**config.mk**
```make
export PLATFORM = sky130hd
export DESIGN_NAME = cm_ctrl_regs
export DESIGN_NICKNAME = d
export VERILOG_FILES = /design/src/rtl/cmr_pkg.sv /design/src/rtl/cmr_decode.sv /design/src/rtl/cmr_setclr_reg.sv /design/src/rtl/cmr_keyed_osc.sv /design/src/rtl/cm_ctrl_regs.sv
export SDC_FILE = /design/constraint.sdc
export NUM_CORES = 1
export LEC_CHECK = 0
export CAP_MARGIN = 20
export CORE_MARGIN = 1
export CORE_UTILIZATION = 50
export DETAILED_ROUTE_END_ITERATION = 8
export DONT_BUFFER_PORTS = 1
export PLACE_DENSITY_LB_ADDON = 0.08
export SYNTH_ARGS = -nofsm -noshare
export SYNTH_HDL_FRONTEND = slang
export SYNTH_SLANG_ARGS = --single-unit
```
**constraint.sdc**
```tcl
create_clock -name clk -period 2.6 [get_ports clk]
set_input_delay 0.26 -clock clk [delete_from_list [all_inputs] [get_ports clk]]
set_output_delay 0.26 -clock clk [all_outputs]
set_load 0.03 [all_outputs]
```
**src/rtl/cmr_pkg.sv**
```systemverilog
package cmr_pkg;

  localparam int DATA_W   = 32;
  localparam int WORD_AW  = 7;
  localparam int TBL_BYTES = 1 << WORD_AW;
  localparam int TBL_W    = TBL_BYTES * 8;
  localparam logic [15:0] LOCK_KEY = 16'hA05F;
  localparam logic [DATA_W-1:0] STATUS_WORD = 32'h0010_0000;
  localparam logic [DATA_W-1:0] SDRAM_BASE  = 32'h0001_1122;

  typedef enum logic [4:0] {
    SEL_NONE, SEL_ID, SEL_ZERO, SEL_OSC, SEL_CTRL, SEL_STAT, SEL_LOCK,
    SEL_AUX, SEL_SDRAM, SEL_INIT, SEL_FLAGS, SEL_FLAGS_CLR, SEL_NV,
    SEL_NV_CLR, SEL_IRQ_STAT, SEL_IRQ_RAW, SEL_IRQ_EN, SEL_IRQ_ENCLR,
    SEL_SOFT, SEL_SOFT_CLR, SEL_FIQ_STAT, SEL_FIQ_RAW, SEL_FIQ_EN,
    SEL_FIQ_ENCLR, SEL_VOLT, SEL_TABLE, SEL_TABLE_HI
  } reg_sel_e;

  // index of each set/clear register in the shared bank
  localparam int SC_FLAGS = 0;
  localparam int SC_NV    = 1;
  localparam int SC_IRQ   = 2;
  localparam int SC_FIQ   = 3;
  localparam int SC_NUM   = 4;

  function automatic logic [TBL_W-1:0] default_table();
    logic [TBL_W-1:0] t;
    for (int i = 0; i < TBL_BYTES; i++) begin
      t[i*8 +: 8] = 8'((37 * i + 11) % 256);
    end
    return t;
  endfunction

  function automatic logic [DATA_W-1:0] size_code(int mb);
    if (mb >= 256)      return 32'h10;
    else if (mb >= 128) return 32'h0C;
    else if (mb >= 64)  return 32'h08;
    else if (mb >= 32)  return 32'h04;
    else                return 32'h00;
  endfunction

endpackage

```
**src/rtl/cmr_decode.sv**
```systemverilog
module cmr_decode
  import cmr_pkg::*;
(
  input  logic [WORD_AW-1:0] word,
  output reg_sel_e           sel,
  output logic               rd_ok,
  output logic               wr_ok
);

  always_comb begin
    sel = SEL_NONE;
    if (word[WORD_AW-1]) begin
      sel = word[WORD_AW-2] ? SEL_TABLE_HI : SEL_TABLE;
    end else begin
      case (word)
        7'd0:  sel = SEL_ID;
        7'd1:  sel = SEL_ZERO;
        7'd2:  sel = SEL_OSC;
        7'd3:  sel = SEL_CTRL;
        7'd4:  sel = SEL_STAT;
        7'd5:  sel = SEL_LOCK;
        7'd7:  sel = SEL_AUX;
        7'd8:  sel = SEL_SDRAM;
        7'd9:  sel = SEL_INIT;
        7'd12: sel = SEL_FLAGS;
        7'd13: sel = SEL_FLAGS_CLR;
        7'd14: sel = SEL_NV;
        7'd15: sel = SEL_NV_CLR;
        7'd16: sel = SEL_IRQ_STAT;
        7'd17: sel = SEL_IRQ_RAW;
        7'd18: sel = SEL_IRQ_EN;
        7'd19: sel = SEL_IRQ_ENCLR;
        7'd20: sel = SEL_SOFT;
        7'd21: sel = SEL_SOFT_CLR;
        7'd24: sel = SEL_FIQ_STAT;
        7'd25: sel = SEL_FIQ_RAW;
        7'd26: sel = SEL_FIQ_EN;
        7'd27: sel = SEL_FIQ_ENCLR;
        7'd32, 7'd33, 7'd34, 7'd35: sel = SEL_VOLT;
        default: sel = SEL_NONE;
      endcase
    end
  end

  always_comb begin
    case (sel)
      SEL_ID, SEL_ZERO, SEL_OSC, SEL_CTRL, SEL_STAT, SEL_LOCK, SEL_AUX,
      SEL_SDRAM, SEL_INIT, SEL_FLAGS, SEL_NV, SEL_IRQ_STAT, SEL_IRQ_RAW,
      SEL_IRQ_EN, SEL_SOFT, SEL_FIQ_STAT, SEL_FIQ_RAW, SEL_FIQ_EN,
      SEL_VOLT, SEL_TABLE, SEL_TABLE_HI: rd_ok = 1'b1;
      default: rd_ok = 1'b0;
    endcase
    case (sel)
      SEL_OSC, SEL_CTRL, SEL_LOCK, SEL_AUX, SEL_SDRAM, SEL_INIT,
      SEL_FLAGS, SEL_FLAGS_CLR, SEL_NV, SEL_NV_CLR, SEL_IRQ_EN,
      SEL_IRQ_ENCLR, SEL_SOFT, SEL_SOFT_CLR, SEL_FIQ_EN, SEL_FIQ_ENCLR,
      SEL_VOLT: wr_ok = 1'b1;
      default: wr_ok = 1'b0;
    endcase
  end

endmodule

```
**src/rtl/cmr_setclr_reg.sv**
```systemverilog
module cmr_setclr_reg #(
  parameter int W = 32
) (
  input  logic         clk,
  input  logic         rst_n,
  input  logic         set_en,
  input  logic         clr_en,
  input  logic [W-1:0] wdata,
  output logic [W-1:0] q
);

  logic [W-1:0] q_next;

  always_comb begin
    q_next = q;
    if (set_en)      q_next = q | wdata;
    else if (clr_en) q_next = q & ~wdata;
  end

  always_ff @(posedge clk or negedge rst_n) begin
    if (!rst_n)                q <= '0;
    else if (set_en || clr_en) q <= q_next;
  end

endmodule

```
**src/rtl/cmr_keyed_osc.sv**
```systemverilog
module cmr_keyed_osc
  import cmr_pkg::*;
#(
  parameter logic [DATA_W-1:0] OSC_RST = 32'h0100_0048,
  parameter logic [DATA_W-1:0] AUX_RST = 32'h0007_FEFF
) (
  input  logic              clk,
  input  logic              rst_n,
  input  logic              lock_we,
  input  logic              osc_we,
  input  logic              aux_we,
  input  logic [DATA_W-1:0] wdata,
  output logic [15:0]       lock_q,
  output logic              key_held,
  output logic [DATA_W-1:0] osc_q,
  output logic [DATA_W-1:0] aux_q
);

  logic osc_en, aux_en;

  assign key_held = (lock_q == LOCK_KEY);
  assign osc_en   = osc_we && key_held;
  assign aux_en   = aux_we && key_held;

  always_ff @(posedge clk or negedge rst_n) begin
    if (!rst_n)       lock_q <= '0;
    else if (lock_we) lock_q <= wdata[15:0];
  end

  always_ff @(posedge clk or negedge rst_n) begin
    if (!rst_n)      osc_q <= OSC_RST;
    else if (osc_en) osc_q <= wdata;
  end

  always_ff @(posedge clk or negedge rst_n) begin
    if (!rst_n)      aux_q <= AUX_RST;
    else if (aux_en) aux_q <= wdata;
  end

endmodule

```
**src/rtl/cm_ctrl_regs.sv**
```systemverilog
module cm_ctrl_regs
  import cmr_pkg::*;
#(
  parameter logic [DATA_W-1:0] ID_WORD    = 32'h5A3E_0001,
  parameter int                MEM_MB     = 128,
  parameter logic [TBL_W-1:0]  PRES_TABLE = default_table(),
  parameter logic [DATA_W-1:0] OSC_RST    = 32'h0100_0048,
  parameter logic [DATA_W-1:0] AUX_RST    = 32'h0007_FEFF,
  parameter logic [DATA_W-1:0] INIT_RST   = 32'h0000_0112
) (
  input  logic               clk,
  input  logic               rst_n,
  input  logic               req_valid,
  input  logic               req_write,
  input  logic [WORD_AW-1:0] req_word,
  input  logic [DATA_W-1:0]  req_wdata,
  output logic               rsp_valid,
  output logic [DATA_W-1:0]  rsp_rdata,
  output logic               rsp_err,
  output logic               reset_req,
  output logic               flash_alias_en
);

  localparam logic [DATA_W-1:0] SDRAM_RST = SDRAM_BASE | size_code(MEM_MB);
  localparam logic [DATA_W-1:0] CTRL_MASK = 32'h0000_0005;
  localparam int                CTRL_REMAP_BIT = 2;
  localparam int                CTRL_RESET_BIT = 3;

  reg_sel_e sel;
  logic     rd_ok, wr_ok;
  logic     do_wr, do_rd, bad;

  cmr_decode u_dec (
    .word (req_word),
    .sel  (sel),
    .rd_ok(rd_ok),
    .wr_ok(wr_ok)
  );

  assign do_wr = req_valid &&  req_write && wr_ok;
  assign do_rd = req_valid && !req_write && rd_ok;
  assign bad   = req_valid && (req_write ? !wr_ok : !rd_ok);

  // keyed clock registers
  logic [15:0]       lock_q;
  logic              key_held;
  logic [DATA_W-1:0] osc_q, aux_q;

  cmr_keyed_osc #(.OSC_RST(OSC_RST), .AUX_RST(AUX_RST)) u_osc (
    .clk     (clk),
    .rst_n   (rst_n),
    .lock_we (do_wr && sel == SEL_LOCK),
    .osc_we  (do_wr && sel == SEL_OSC),
    .aux_we  (do_wr && sel == SEL_AUX),
    .wdata   (req_wdata),
    .lock_q  (lock_q),
    .key_held(key_held),
    .osc_q   (osc_q),
    .aux_q   (aux_q)
  );

  // set/clear bank: flags, non-volatile flags, irq mask, fiq mask
  logic [SC_NUM-1:0] sc_set, sc_clr;
  logic [DATA_W-1:0] sc_q [SC_NUM];

  always_comb begin
    sc_set = '0;
    sc_clr = '0;
    sc_set[SC_FLAGS] = do_wr && sel == SEL_FLAGS;
    sc_clr[SC_FLAGS] = do_wr && sel == SEL_FLAGS_CLR;
    sc_set[SC_NV]    = do_wr && sel == SEL_NV;
    sc_clr[SC_NV]    = do_wr && sel == SEL_NV_CLR;
    sc_set[SC_IRQ]   = do_wr && sel == SEL_IRQ_EN;
    sc_clr[SC_IRQ]   = do_wr && sel == SEL_IRQ_ENCLR;
    sc_set[SC_FIQ]   = do_wr && sel == SEL_FIQ_EN;
    sc_clr[SC_FIQ]   = do_wr && sel == SEL_FIQ_ENCLR;
  end

  for (genvar g = 0; g < SC_NUM; g++) begin : g_sc
    cmr_setclr_reg #(.W(DATA_W)) u_sc (
      .clk   (clk),
      .rst_n (rst_n),
      .set_en(sc_set[g]),
      .clr_en(sc_clr[g]),
      .wdata (req_wdata),
      .q     (sc_q[g])
    );
  end

  // plain registers
  logic [DATA_W-1:0] ctrl_q, ctrl_next;
  logic [DATA_W-1:0] sdram_q, init_q;
  logic              soft_q, soft_next;
  logic              ctrl_en, sdram_en, init_en, soft_en;
  logic              rst_pulse_next;

  assign ctrl_en   = do_wr && sel == SEL_CTRL;
  assign sdram_en  = do_wr && sel == SEL_SDRAM;
  assign init_en   = do_wr && sel == SEL_INIT;
  assign ctrl_next = req_wdata & CTRL_MASK;
  assign rst_pulse_next = ctrl_en && req_wdata[CTRL_RESET_BIT];

  always_comb begin
    soft_en   = 1'b0;
    soft_next = soft_q;
    if (do_wr && sel == SEL_SOFT && req_wdata[0]) begin
      soft_en   = 1'b1;
      soft_next = 1'b1;
    end else if (do_wr && sel == SEL_SOFT_CLR && req_wdata[0]) begin
      soft_en   = 1'b1;
      soft_next = 1'b0;
    end
  end

  always_ff @(posedge clk or negedge rst_n) begin
    if (!rst_n)       ctrl_q <= '0;
    else if (ctrl_en) ctrl_q <= ctrl_next;
  end

  always_ff @(posedge clk or negedge rst_n) begin
    if (!rst_n)        sdram_q <= SDRAM_RST;
    else if (sdram_en) sdram_q <= req_wdata;
  end

  always_ff @(posedge clk or negedge rst_n) begin
    if (!rst_n)       init_q <= INIT_RST;
    else if (init_en) init_q <= req_wdata;
  end

  always_ff @(posedge clk or negedge rst_n) begin
    if (!rst_n)       soft_q <= 1'b0;
    else if (soft_en) soft_q <= soft_next;
  end

  always_ff @(posedge clk or negedge rst_n) begin
    if (!rst_n) reset_req <= 1'b0;
    else        reset_req <= rst_pulse_next;
  end

  assign flash_alias_en = !ctrl_q[CTRL_REMAP_BIT];

  // read path
  logic [DATA_W-1:0] level, rd_val, rdata_next;

  assign level = {{(DATA_W-1){1'b0}}, soft_q};

  always_comb begin
    case (sel)
      SEL_ID:       rd_val = ID_WORD;
      SEL_OSC:      rd_val = osc_q;
      SEL_CTRL:     rd_val = ctrl_q;
      SEL_STAT:     rd_val = STATUS_WORD;
      SEL_LOCK:     rd_val = {15'd0, key_held, lock_q};
      SEL_AUX:      rd_val = aux_q;
      SEL_SDRAM:    rd_val = sdram_q;
      SEL_INIT:     rd_val = init_q;
      SEL_FLAGS:    rd_val = sc_q[SC_FLAGS];
      SEL_NV:       rd_val = sc_q[SC_NV];
      SEL_IRQ_STAT: rd_val = level & sc_q[SC_IRQ];
      SEL_IRQ_RAW,
      SEL_FIQ_RAW:  rd_val = level;
      SEL_IRQ_EN:   rd_val = sc_q[SC_IRQ];
      SEL_SOFT:     rd_val = level;
      SEL_FIQ_STAT: rd_val = level & sc_q[SC_FIQ];
      SEL_FIQ_EN:   rd_val = sc_q[SC_FIQ];
      SEL_TABLE:    rd_val = {24'd0, PRES_TABLE[req_word*8 +: 8]};
      default:      rd_val = '0;
    endcase
  end

  assign rdata_next = do_rd ? rd_val : '0;

  always_ff @(posedge clk or negedge rst_n) begin
    if (!rst_n) begin
      rsp_valid <= 1'b0;
      rsp_err   <= 1'b0;
      rsp_rdata <= '0;
    end else begin
      rsp_valid <= req_valid;
      rsp_err   <= bad;
      rsp_rdata <= rdata_next;
    end
  end

endmodule

```
==> metrics.txt <==
Post-Route Utilization=0.613; dominant cell type by area after synthesis=dfrtp_1; vias in the first global route=10400; hold crit path type=in -> async; reg-to-reg endpoint=u_osc.aux_q[31]; # resized after CTS=0; fin cells=1740; filler cell count=2280; Worst EP required=3050 ps; Setup crit start kind=input port; Core ar.=28000 um2; main combinational cell family by area after synthesis=compound AO/OA/AOI/OAI gates; Sink Count=310; clk_lat worst skew=520 ps; Overflow after GRT=0; WL per Instance=23.3 um; PortBufs=0; commonest cells after routing, fill and taps aside=dfrtp_1, nand2_1, a21oi_1; internal reg-to-reg setup slack=300 ps; actual slew at the worst max-slew pin=1070 ps; Post-Synth Adder-Cell Area=0.0114; Synth cell types=69; # setup viols final=0; Root Driver=clkbuf_16; Rel. slew slack=0.286; Crit. End Element=flop; largest net degree at the start of global routing=311; slowest stage delay, CP=780 ps; top-area cell type share of the netlist area=0.487; status=finished, violations left; Ys Warns=0; Chip Height=171 um; # IOs=79; Seq/Total Area, Yosys=0.544; post-layout total power=12.1 mW; Nets=1391; Pwr per Cell Area=707 nW/um2; critical path's most frequent cell=buf_4; Via-to-Cell Ratio=6.26; syn_nets=1320; post-synthesis cell area=14300 um2; post-route setup TNS=0 ps; part of the cycle the worst path needs=0.910; Row Count=61; Sequential Area=7800 um2; die area=29300 um2; Synth Area in XOR/XNOR=0; Post-synth EDFFs=0; Total GRT Usage=0.287; initial core utilization=0.512; Buf/Inv on CP=4; Post-synth ARST share=1.00; TritonRoute pass-1 iters=6; Area Overhead vs Synth=19.9%; Detailed Place HPWL=25.1 mm; CP Class=in -> reg; CTS tree=yes; max-cap viol count=0; Initial DRC Count=1163; post-synthesis mux area share=0.124; simple-gate area share of the yosys netlist=0.0839; final estimated routing congestion in global placement=0.859; average footprint of a synthesized cell=11.3 um2; Hold Buf Count CTS=35; vias=10900; total placed cells including tap cells=1641; Critical Path AT=2810 ps; Final Skew=16.0 ps; initial antenna violation count=1; die width=171 um; Worst VDD drop=0.660 mV; # H-tree levels=2; area of the multi-input gates=6080 um2; deepest clock path buffer count=3; Post-Syn Instances=1264; ANT nets after route=0; failing checks=negative hold slack; clk slew on worst S/H paths=60 ps; unrepaired setup endpoints after global routing=false; Slew Limit Fails=0; # DRC=0; achievable frequency=0.423 GHz; total leakage power=7.55 nW; Setup Buffers After CTS=0; most common flop cell mapped by yosys=dfrtp_1; Compound-Gate Fraction of Synth Area=0.194; commonest non-fill, non-tap cell in the layout=dfrtp_1; Synth area leaders=dfrtp_1, mux2_2, dfstp_2; Tmin final=2370 ps; layout cells sized above 1=0.242; number of synthesized register bits=310; Num CTS Buffers=35; first-pass GRT wire length=63.6 mm; Critical Path Slowest Stage Cell=nor2_4; final wirelength=40.6 mm; Worst Path Max Fanout=31; crit-path cells=clkinvlp_4, buf_4, ha_1, mux2i_1, a2bb2oi_1, buf_4, and2_4, nor3_2, inv_1, nor2_4, a22o_1; hold slack=-532 ps; Final Hold Fails=282; RR Startpoint=u_osc.lock_q[12]; R2R depth=8; CP top delay family=simple AND/OR/NAND/NOR gates
## synth_stat cells (3+ instances only)
master and number:
nand3_1 8, or3_1 3, a222oi_1 33, a21o_1 3, mux2_1 70, mux2i_1 9
a221oi_1 16, and3_1 17, nor2_1 26, mux2_2 76, inv_1 9, a221o_1 3
a21oi_1 109, buf_2 46, a41oi_1 6, a22o_1 66, and2_1 7, dfrtp_1 279
nor3_1 4, o21ai_0 18, a211oi_1 8, nor4bb_1 3, nand2_1 149, dfstp_2 31
nor2b_1 3, o22ai_1 4, nor4b_1 3, a22oi_1 19, a31oi_1 92, nand4_1 4
ha_1 13, buf_6 4, clkbuf_1 71, nor4_4 3, buf_1 6, a311oi_1 3
## layer usage
layer	track usage	vias up	wire length (um)
met2	0.446	321	18600
met4	0.0749	0	806
met1	0.422	5618	19100
met3	0.0380	60	2160
li1	-	4898	-
met5	0	-	0
## through the flow
stage / area, um2 / setup WS (ps)
floorplan: 14400 / -62.5
global placement: 15600 / -250
detailed placement: 15600 / -268
CTS: 17200 / 239
global route: 17200 / 77.0
finish: 17200 / 234
## worst reg2reg max path, stage by stage (launching register included)
cell and delay [ps]:
dfrtp_1 410, nor4b_1 330, buf_4 180, nand2_1 90, nor3_1 200, buf_4 170, and3_2 250, buf_12 180
mux2_2 360
## logic make-up (layout without fill, tap and decap cells)
family,count (synthesis),count (layout)
AO/OA/AOI/OAI,398,398
buffers and inverters,137,234
other,0,1
AND/OR/NAND/NOR,249,249
multiplexers,157,157
adder cells (fa/ha/maj),13,13
flip-flops,310,310
## worst max-delay path by stage
stage	from	end	slack, ps	cells past startpoint
6_report	req_word[1]	flop	230	11
5_1_grt	req_word[1]	flop	80	11
4_1_cts	req_word[1]	flop	240	11
3_5_place_dp	req_word[1]	flop	-270	11
3_3_place_gp	req_word[1]	rsp_rdata[0]	-250	10
2_1_floorplan	req_word[1]	u_osc.lock_q[10]	-60	12
## area by class of cell
| type | instances | area share |
|---|---|---|
| sequential | 310 | 0.454 |
| clock inverter | 18 | 0.0127 |
| multi-input combinational | 817 | 0.354 |
| timing repair buffer | 162 | 0.0919 |
| antenna | 1 | 0.000146 |
| tap | 378 | 0.0275 |
| inverter | 9 | 0.00248 |
| clock buffer | 45 | 0.0578 |
## report_power, final
| part | leakage (nW) | internal, mW | switching, mW |
|---|---|---|---|
| Sequential | 4.07 | 5.42 | 0.319 |
| Combinational | 2.88 | 0.655 | 0.605 |
| Clock | 0.602 | 3.12 | 2.03 |
Power figures use the tool's default switching activity.
